## src/rtl/lpc_sync_pkg.sv

```systemverilog
package lpc_sync_pkg;

  localparam logic [3:0] CODE_READY = 4'b0000;
  localparam logic [3:0] CODE_SHORT = 4'b0101;
  localparam logic [3:0] CODE_LONG  = 4'b0110;
  localparam logic [3:0] CODE_FAULT = 4'b1001;

  typedef enum logic [2:0] {
    NIB_SHORT,
    NIB_LONG,
    NIB_OK,
    NIB_ERR,
    NIB_BAD
  } nib_cls_e;

  typedef enum logic [1:0] {
    WK_NONE,
    WK_SHORT,
    WK_LONG
  } wait_kind_e;

  typedef enum logic {
    ST_IDLE,
    ST_SYNC
  } mon_state_e;

endpackage

```

## src/rtl/lpc_sync_decode.sv

```systemverilog
module lpc_sync_decode
  import lpc_sync_pkg::*;
(
  input  logic [3:0] lad,
  output nib_cls_e   cls
);

  always_comb begin
    case (lad)
      CODE_SHORT: cls = NIB_SHORT;
      CODE_LONG:  cls = NIB_LONG;
      CODE_READY: cls = NIB_OK;
      CODE_FAULT: cls = NIB_ERR;
      default:    cls = NIB_BAD;
    endcase
  end

endmodule

```

## src/rtl/lpc_sync_limits.sv

```systemverilog
module lpc_sync_limits
  import lpc_sync_pkg::*;
#(
  parameter int BAD_LIMIT = 3,
  parameter int SHORT_MAX = 8
) (
  input  logic     clk,
  input  logic     rst_n,
  input  logic     step,
  input  logic     fresh,
  input  nib_cls_e cls,
  output logic     bad_hit,
  output logic     short_hit,
  output logic     mix_hit
);

  localparam int BW = (BAD_LIMIT > 2) ? $clog2(BAD_LIMIT) : 1;
  localparam int SW = $clog2(SHORT_MAX + 1);
  localparam logic [BW-1:0] BAD_TOP   = BW'(BAD_LIMIT - 1);
  localparam logic [SW-1:0] SHORT_TOP = SW'(SHORT_MAX);

  logic [BW-1:0] bad_q, bad_eff, bad_d;
  logic [SW-1:0] short_q, short_eff, short_d;
  wait_kind_e    kind_q, kind_eff, kind_d;

  // a fresh cycle sees empty budgets regardless of leftovers
  always_comb begin
    bad_eff   = fresh ? '0 : bad_q;
    short_eff = fresh ? '0 : short_q;
    kind_eff  = fresh ? WK_NONE : kind_q;
  end

  always_comb begin
    bad_hit   = (cls == NIB_BAD) && (bad_eff == BAD_TOP);
    short_hit = (cls == NIB_SHORT) && (short_eff == SHORT_TOP);
    mix_hit   = ((cls == NIB_SHORT) && (kind_eff == WK_LONG)) ||
                ((cls == NIB_LONG)  && (kind_eff == WK_SHORT));
  end

  always_comb begin
    bad_d   = (cls == NIB_BAD) ? bad_eff + 1'b1 : '0;
    short_d = (cls == NIB_SHORT) ? short_eff + 1'b1 : short_eff;
    kind_d  = kind_eff;
    if (kind_eff == WK_NONE) begin
      if (cls == NIB_SHORT)     kind_d = WK_SHORT;
      else if (cls == NIB_LONG) kind_d = WK_LONG;
    end
  end

  always_ff @(posedge clk or negedge rst_n) begin
    if (!rst_n) begin
      bad_q   <= '0;
      short_q <= '0;
      kind_q  <= WK_NONE;
    end else if (step && !bad_hit && !short_hit) begin
      bad_q   <= bad_d;
      short_q <= short_d;
      kind_q  <= kind_d;
    end
  end

  p_bad_bound_r4: assert property (@(posedge clk) disable iff (!rst_n)
    bad_q <= BAD_TOP);

  p_short_bound_r5: assert property (@(posedge clk) disable iff (!rst_n)
    short_q <= SHORT_TOP);

  p_kind_hold_r7: assert property (@(posedge clk) disable iff (!rst_n)
    (step && !fresh && kind_q != WK_NONE) |=> (kind_q == $past(kind_q)));

endmodule

```

## src/rtl/lpc_sync_watch.sv

```systemverilog
module lpc_sync_watch
  import lpc_sync_pkg::*;
#(
  parameter int BAD_LIMIT = 3,
  parameter int SHORT_MAX = 8
) (
  input  logic       clk,
  input  logic       rst_n,
  input  logic       sync_start,
  input  logic [3:0] lad,
  output logic       ready_pulse,
  output logic       done,
  output logic       err,
  output logic       abort
);

  mon_state_e st_q, st_d;
  nib_cls_e   cls;
  logic       fresh, active;
  logic       bad_hit, short_hit, mix_hit;
  logic       fin_ok, fin_err, kill;
  logic       done_d, err_d, abort_d;

  assign fresh  = (st_q == ST_IDLE) && sync_start;
  assign active = (st_q == ST_SYNC) || fresh;

  lpc_sync_decode u_dec (
    .lad (lad),
    .cls (cls)
  );

  lpc_sync_limits #(
    .BAD_LIMIT (BAD_LIMIT),
    .SHORT_MAX (SHORT_MAX)
  ) u_lim (
    .clk       (clk),
    .rst_n     (rst_n),
    .step      (active),
    .fresh     (fresh),
    .cls       (cls),
    .bad_hit   (bad_hit),
    .short_hit (short_hit),
    .mix_hit   (mix_hit)
  );

  always_comb begin
    fin_ok  = active && (cls == NIB_OK);
    fin_err = active && (cls == NIB_ERR);
    kill    = active && (bad_hit || short_hit || mix_hit);
    done_d  = fin_ok || fin_err;
    err_d   = fin_err || (active && mix_hit);
    abort_d = kill;
    if (done_d || kill) st_d = ST_IDLE;
    else if (active)    st_d = ST_SYNC;
    else                st_d = ST_IDLE;
  end

  assign ready_pulse = fin_ok || fin_err;

  always_ff @(posedge clk or negedge rst_n) begin
    if (!rst_n) begin
      st_q  <= ST_IDLE;
      done  <= 1'b0;
      err   <= 1'b0;
      abort <= 1'b0;
    end else begin
      st_q  <= st_d;
      done  <= done_d;
      err   <= err_d;
      abort <= abort_d;
    end
  end

  p_ready_done_r1: assert property (@(posedge clk) disable iff (!rst_n)
    ready_pulse |=> done);

  p_ok_clean_r2: assert property (@(posedge clk) disable iff (!rst_n)
    (active && lad == 4'b0000) |=> (done && !err && !abort));

  p_fault_flag_r3: assert property (@(posedge clk) disable iff (!rst_n)
    (active && lad == 4'b1001) |=> (done && err));

  p_err_context_r3: assert property (@(posedge clk) disable iff (!rst_n)
    err |-> (done || abort));

  p_outcome_excl_r8: assert property (@(posedge clk) disable iff (!rst_n)
    !(done && abort));

  p_idle_quiet_r8: assert property (@(posedge clk) disable iff (!rst_n)
    (st_q == ST_IDLE && !sync_start) |=> (!done && !abort && !err));

endmodule

```

## config.mk

```make
export PLATFORM = sky130hd
export DESIGN_NAME = lpc_sync_watch
export DESIGN_NICKNAME = d
export VERILOG_FILES = /design/src/rtl/lpc_sync_pkg.sv /design/src/rtl/lpc_sync_decode.sv /design/src/rtl/lpc_sync_limits.sv /design/src/rtl/lpc_sync_watch.sv
export SDC_FILE = /design/constraint.sdc
export NUM_CORES = 1
export LEC_CHECK = 0
export BUFFER_PORTS_ARGS = -buffer_cell sky130_fd_sc_hd__buf_2
export CORE_MARGIN = 2
export CORE_UTILIZATION = 50
export CTS_BUF_LIST = sky130_fd_sc_hd__clkbuf_2
export DETAILED_ROUTE_END_ITERATION = 6
export PLACE_DENSITY = 0.79
export SLEW_MARGIN = 20
export SYNTH_ARGS = -nofsm -noshare
export SYNTH_HDL_FRONTEND = slang
export SYNTH_SLANG_ARGS = --single-unit
```

## constraint.sdc

```tcl
create_clock -name clk -period 2.1 [get_ports clk]
set_input_delay 0.105 -clock clk [delete_from_list [all_inputs] [get_ports clk]]
set_output_delay 0.105 -clock clk [all_outputs]
set_load 0.005 [all_outputs]
```

Word-level counts from Yosys, hierarchy flattened
Index checks and enable logic that the tools add are counted.
{"block": "classes", "addsub": 2, "bitwise": 1, "shift": 0, "muxes": 11, "n_reduce_logical": 23, "eq_ne": 11, "multipliers": 0, "order_cmp": 0, "n_div": 0}
{"cell": "2-to-1 mux 2 bit", "count": 6}
{"cell": "case mux 3 bit (4 select lines)", "count": 1}
{"cell": "logical AND 1 bit", "count": 11}
{"cell": "== test 4 x 3 -> 1 bit, second input constant", "count": 2}
{"cell": "== test 4 bit, second input constant", "count": 2}
{"cell": "2-to-1 mux 4 bit", "count": 2}
{"cell": "logical OR 1 bit", "count": 7}
{"cell": "== test 3 x 2 -> 1 bit, second input constant", "count": 2}
{"cell": "adder 4 x 1 -> 4 bit, second input constant", "count": 1}
{"cell": "== test 2 bit, second input constant", "count": 2}
{"cell": "logical NOT 4 bit", "count": 1}
{"cell": "== test 3 x 1 -> 1 bit, second input constant", "count": 1}
{"cell": "== test 3 bit, second input constant", "count": 1}
{"cell": "logical NOT 3 bit", "count": 1}
{"cell": "adder 2 x 1 -> 2 bit, second input constant", "count": 1}
{"cell": "== test 2 x 1 -> 1 bit, second input constant", "count": 1}
{"cell": "logical NOT 1 bit", "count": 2}
{"cell": "logical NOT 2 bit", "count": 1}
{"cell": "2-to-1 mux 1 bit", "count": 2}
{"cell": "NOT 1 bit", "count": 1}
{"block": "totals", "romBits": 0, "mem_count": 0, "ramBits": 0, "latch_bits": 0, "regBits": 12, "output_inout_bits": 4}

Depth between registers and ports, before layout
{"block": "depth", "word_depth": 10, "ltp_mapped": 8}

Cells and area by module
A second synthesis with hierarchy kept.
{"block": "hier_totals", "hier_cells": 81, "hier_area_um2": 833.3}
{"module": "lpc_sync_limits", "seq_area_each_um2": 200.2, "cells_each": 57, "area_each_um2": 593.1, "instances": 1}
{"module": "lpc_sync_watch", "seq_area_each_um2": 100.1, "cells_each": 15, "area_each_um2": 170.2, "instances": 1}
{"module": "lpc_sync_decode", "seq_area_each_um2": 0.0, "cells_each": 9, "area_each_um2": 70.1, "instances": 1}

Worst setup path before layout
OpenSTA, ideal clock, no wires.
{"block": "synth_path", "kind": "reg-to-reg", "from": "register st_q", "to": "register u_lim.bad_q[0]", "n_path_buf": 0, "stages_incl_launch_ff": 8, "arrival_ps": 1672, "period_less_slack_ps": 1797, "slack_ps": 303, "cell_sequence": "dfrtp_1 -> nand2b_1 -> nand2_1 -> ha_1 -> nand4b_1 -> o21ai_2 -> a31oi_2 -> mux2_4"}
{"block": "synth_via", "elab_chain_cells": 8}
{"item": "start: declaration", "line_no": "lpc_sync_watch.sv:17", "source": "mon_state_e st_q, st_d;"}
{"item": "start signal: assignment", "line_no": "lpc_sync_watch.sv:67", "source": "st_q <= st_d;"}
{"item": "NOT 1 bit", "line_no": "lpc_sync_watch.sv:24", "source": "assign fresh = (st_q == ST_IDLE) && sync_start;"}
{"item": "logical AND 1 bit", "line_no": "lpc_sync_watch.sv:24"}
{"item": "2-to-1 mux 2 bit", "line_no": "lpc_sync_limits.sv:28", "source": "bad_eff = fresh ? '0 : bad_q;"}
{"item": "== test 2 bit", "line_no": "lpc_sync_limits.sv:34", "source": "bad_hit = (cls == NIB_BAD) && (bad_eff == BAD_TOP);"}
{"item": "logical AND 1 bit", "line_no": "lpc_sync_limits.sv:34"}
{"item": "logical NOT 1 bit", "line_no": "lpc_sync_limits.sv:55", "source": "end else if (step && !bad_hit && !short_hit) begin"}
{"item": "logical AND 1 bit (2 in a row)", "line_no": "lpc_sync_limits.sv:55"}
{"item": "end: declaration", "line_no": "lpc_sync_limits.sv:22", "source": "logic [BW-1:0] bad_q, bad_eff, bad_d;"}
Parallel ways exist; a longest one is shown, timed or not.
A chain may end at the register's enable or synchronous reset.

Worst setup path after layout
Ends and elaborated chain as after synthesis.

==> results.yml <==
status:
  outcome: "complete, no violations"
finish:
  area_growth_pct: 11.9
  stdcell_area_um2: 891
  fin_util_pct: 59.1
  nets: 109
  n_antenna_cell: 0
  drive_gt1_share_pct: 22.4
hold_path:
  hold_path.class: "in2reg"
  hp-start: "lad[1]"
pwr:
  max-vdd-ir-drop_mv: 0.816
  leakage_nw: 0.417
  powerDensity_nw_per_um2: 1100
placed_design:
  place_area_um2: 862
  io_buffer_count: 10
  place.gp.congestion: 0.845
  hpwlAfterDp_um: 1310
synthesis:
  synth_area_leaders: "dfrtp_1, ha_1, nand2b_1, inv_1, nand2_1"
  async_flop_share_pct: 100
  synth-seq-cells: 12
  synth_cells: 83
  synth.distinct_cells: 42
  yosysWarningCount: 0
  syn_area_per_cell_um2: 9.59
  synth.top_cell.area_share_pct: 37.7
  ys_dominant_reg_cell: "dfrtp_1"
  synth_area_um2: 796
  seq_area_frac_synth_pct: 37.7
  yosys.area.top_type: "dfrtp_1"
  syn-num-nets: 93
  synth-edff-count: 0
routing:
  via_per_inst: 6.26
  drt_wl_total_um: 1660
  dr.first_iter.drc_count: 15
  drt_pass1_iterations: 4
  vias: 714
  drt.antenna.violating_nets: 0
  routedWlPerCell_um: 14.5
  drc_errors: 0
global_route:
  grt_max_degree: 13
  grt_antenna_before_repair: 0
  gr-total-overflow: 0
  grt_pass1_vias: 657
  grt_pass1_wl_um: 2890
  grt_usage_pct: 20.6
setup_path:
  worstPathArrival_ns: 2.06
  slowest_stage: "dfrtp_1"
  critPathKind: "reg2reg"
  path_max_fanout: 5
  worst_ep_required_time_ns: 2.26
  worstPathCellList: "nand2b_1 -> nand2_1 -> ha_1 -> nand4b_1 -> o21ai_2 -> a31oi_2 -> mux2_4"
  cp-end-kind: "register"
  max_stage_delay_ns: 0.36
  start_kind: "register"
  crit_path_start: "st_q"
  rr_startpoint: "st_q"
clock_tree:
  path_clk_slew_ns: 0.12
  clockBufferDepth: 2
  postCtsSetupRepairBufs: 0
  ctsHoldBuffers: 1
  numCtsBuffers: 3
  clock_latency_ns: 0.26
  htreeDepth: 1
  clockRootBuffer: "clkbuf_2"
  cts_tree: "done"
  cts_sinks: 12
  post_cts_resized: 0
timing:
  worst_slew_pin_slew_ns: 0.311
  hold_viol_final: 0
  skew_ns: 0.00728
  maxSlewViolCount: 0
  holdWs_ns: 0.224
  relSlewSlack_pct: 79.1
  clock.fmax_mhz: 525
  min_period_ns: 1.90
  fin_crit_sh_pct: 90.6
  setup_viol: 0
  setup_tns_ns: 0
  rsz0062_at_grt: "false"
floorplan:
  io_pins: 11
  start_util_pct: 52.8
  rows: 14
  chipHeight_um: 43.9
  die_x_um: 43.9
  core-area_um2: 1510
  die_area_um2: 1930
run:
  maxCapViolCount: 0
[power breakdown]
| group | switching [W] | internal, W |
|---|---|---|
| Clock | 0.0000742 | 0.0000414 |
| Sequential | 0.0000718 | 0.000322 |
| Combinational | 0.000252 | 0.000221 |
[cells in the mapped netlist (2+ instances only)]
cell type,count
dfrtp_1,12
inv_1,6
nand2_1,6
a21oi_1,4
nand2b_1,4
ha_1,3
nand3_1,3
o21ai_0,3
a31oi_1,2
and2_1,2
clkbuf_4,2
nand4_1,2
nand4bb_1,2
nor2_1,2
nor3_1,2
nor4_1,2
[logic make-up (layout without fill, tap and decap cells)]
kind of cell	count (synthesis)	in the layout	synth area share (%)
adder cells (fa/ha/maj)	3	3	4.72
XOR/XNOR	2	2	2.20
AO/OA/AOI/OAI	22	22	20.1
AND/OR/NAND/NOR	33	33	25.9
buffers and inverters	9	24	6.13
flip-flops	12	12	37.7
multiplexers	2	2	3.14
[sequential cells by signal, indices dropped and copies added (netlist names)]
name and cells:
done 1, st_q 1, u_lim.short_q 4, u_lim.kind_q 2, err 1, u_lim.bad_q 2, abort 1
[metal layers]
layer  up-vias  GRT usage [%]  part of all wire, %
li1        341              -                    -
met1       350           24.8                   44
met2        19           33.8                   48
met3         4           6.25                  5.5
met4         0           9.09                  2.1
met5         -              0                    0
[worst max-delay path: cells and delay by family, from the launching register on]
kind / cells / cell delay, ns
AND/OR/NAND/NOR: 3 / 0.48
AO/OA/AOI/OAI: 2 / 0.41
flip-flops: 1 / 0.36
multiplexers: 1 / 0.33
adder cells (fa/ha/maj): 1 / 0.23
[cell type report]
class	instances	area (µm²)
fillers	133	616
multi-input cells	62	447
flip-flops and latches	12	300
repair buffers	14	82.6
inverters	6	22.5
well taps	16	20.0
clock buffers	3	15.0
clock inverters	1	3.75
[stage by stage]
stage / total power (W) / setup slack, ns / cells
after floorplan: 0.000733 / 0.303 / 83
after detailed placement: 0.000864 / 0.268 / 109
final: 0.000983 / 0.196 / 114
after global placement: 0.000843 / 0.321 / 109
after global routing: 0.00107 / 0.118 / 114
after CTS: 0.000983 / 0.232 / 114
[path summary, 6_finish.rpt]
check	slack, ns	endpoint	depth (start not counted)
min in group asynchronous	0.23	st_q	2
min	0.22	err	3
min reg2reg	0.55	u_lim.bad_q[0]	1
max	0.20	u_lim.bad_q[0]	7
max reg2reg	0.20	u_lim.bad_q[0]	7
max in group asynchronous	1.65	u_lim.kind_q[0]	2
[placed cells by master, fill, tap and decap left out, types with 2 or more instances in the layout]
cell       Yosys  routed
and2_1         2       2
clkbuf_2       0       3
buf_2          0      10
nand2b_1       4       4
nor2_1         2       2
nand3_1        3       3
nand2_1        6       6
a21oi_1        4       4
nor3_1         2       2
o21ai_0        3       3
nor4_1         2       2
nand4bb_1      2       2
inv_1          6       6
nand4_1        2       2
a31oi_1        2       2
buf_4          0       3
dfrtp_1       12      12
ha_1           3       3
Note: power is estimated with default switching activity, not from simulation.
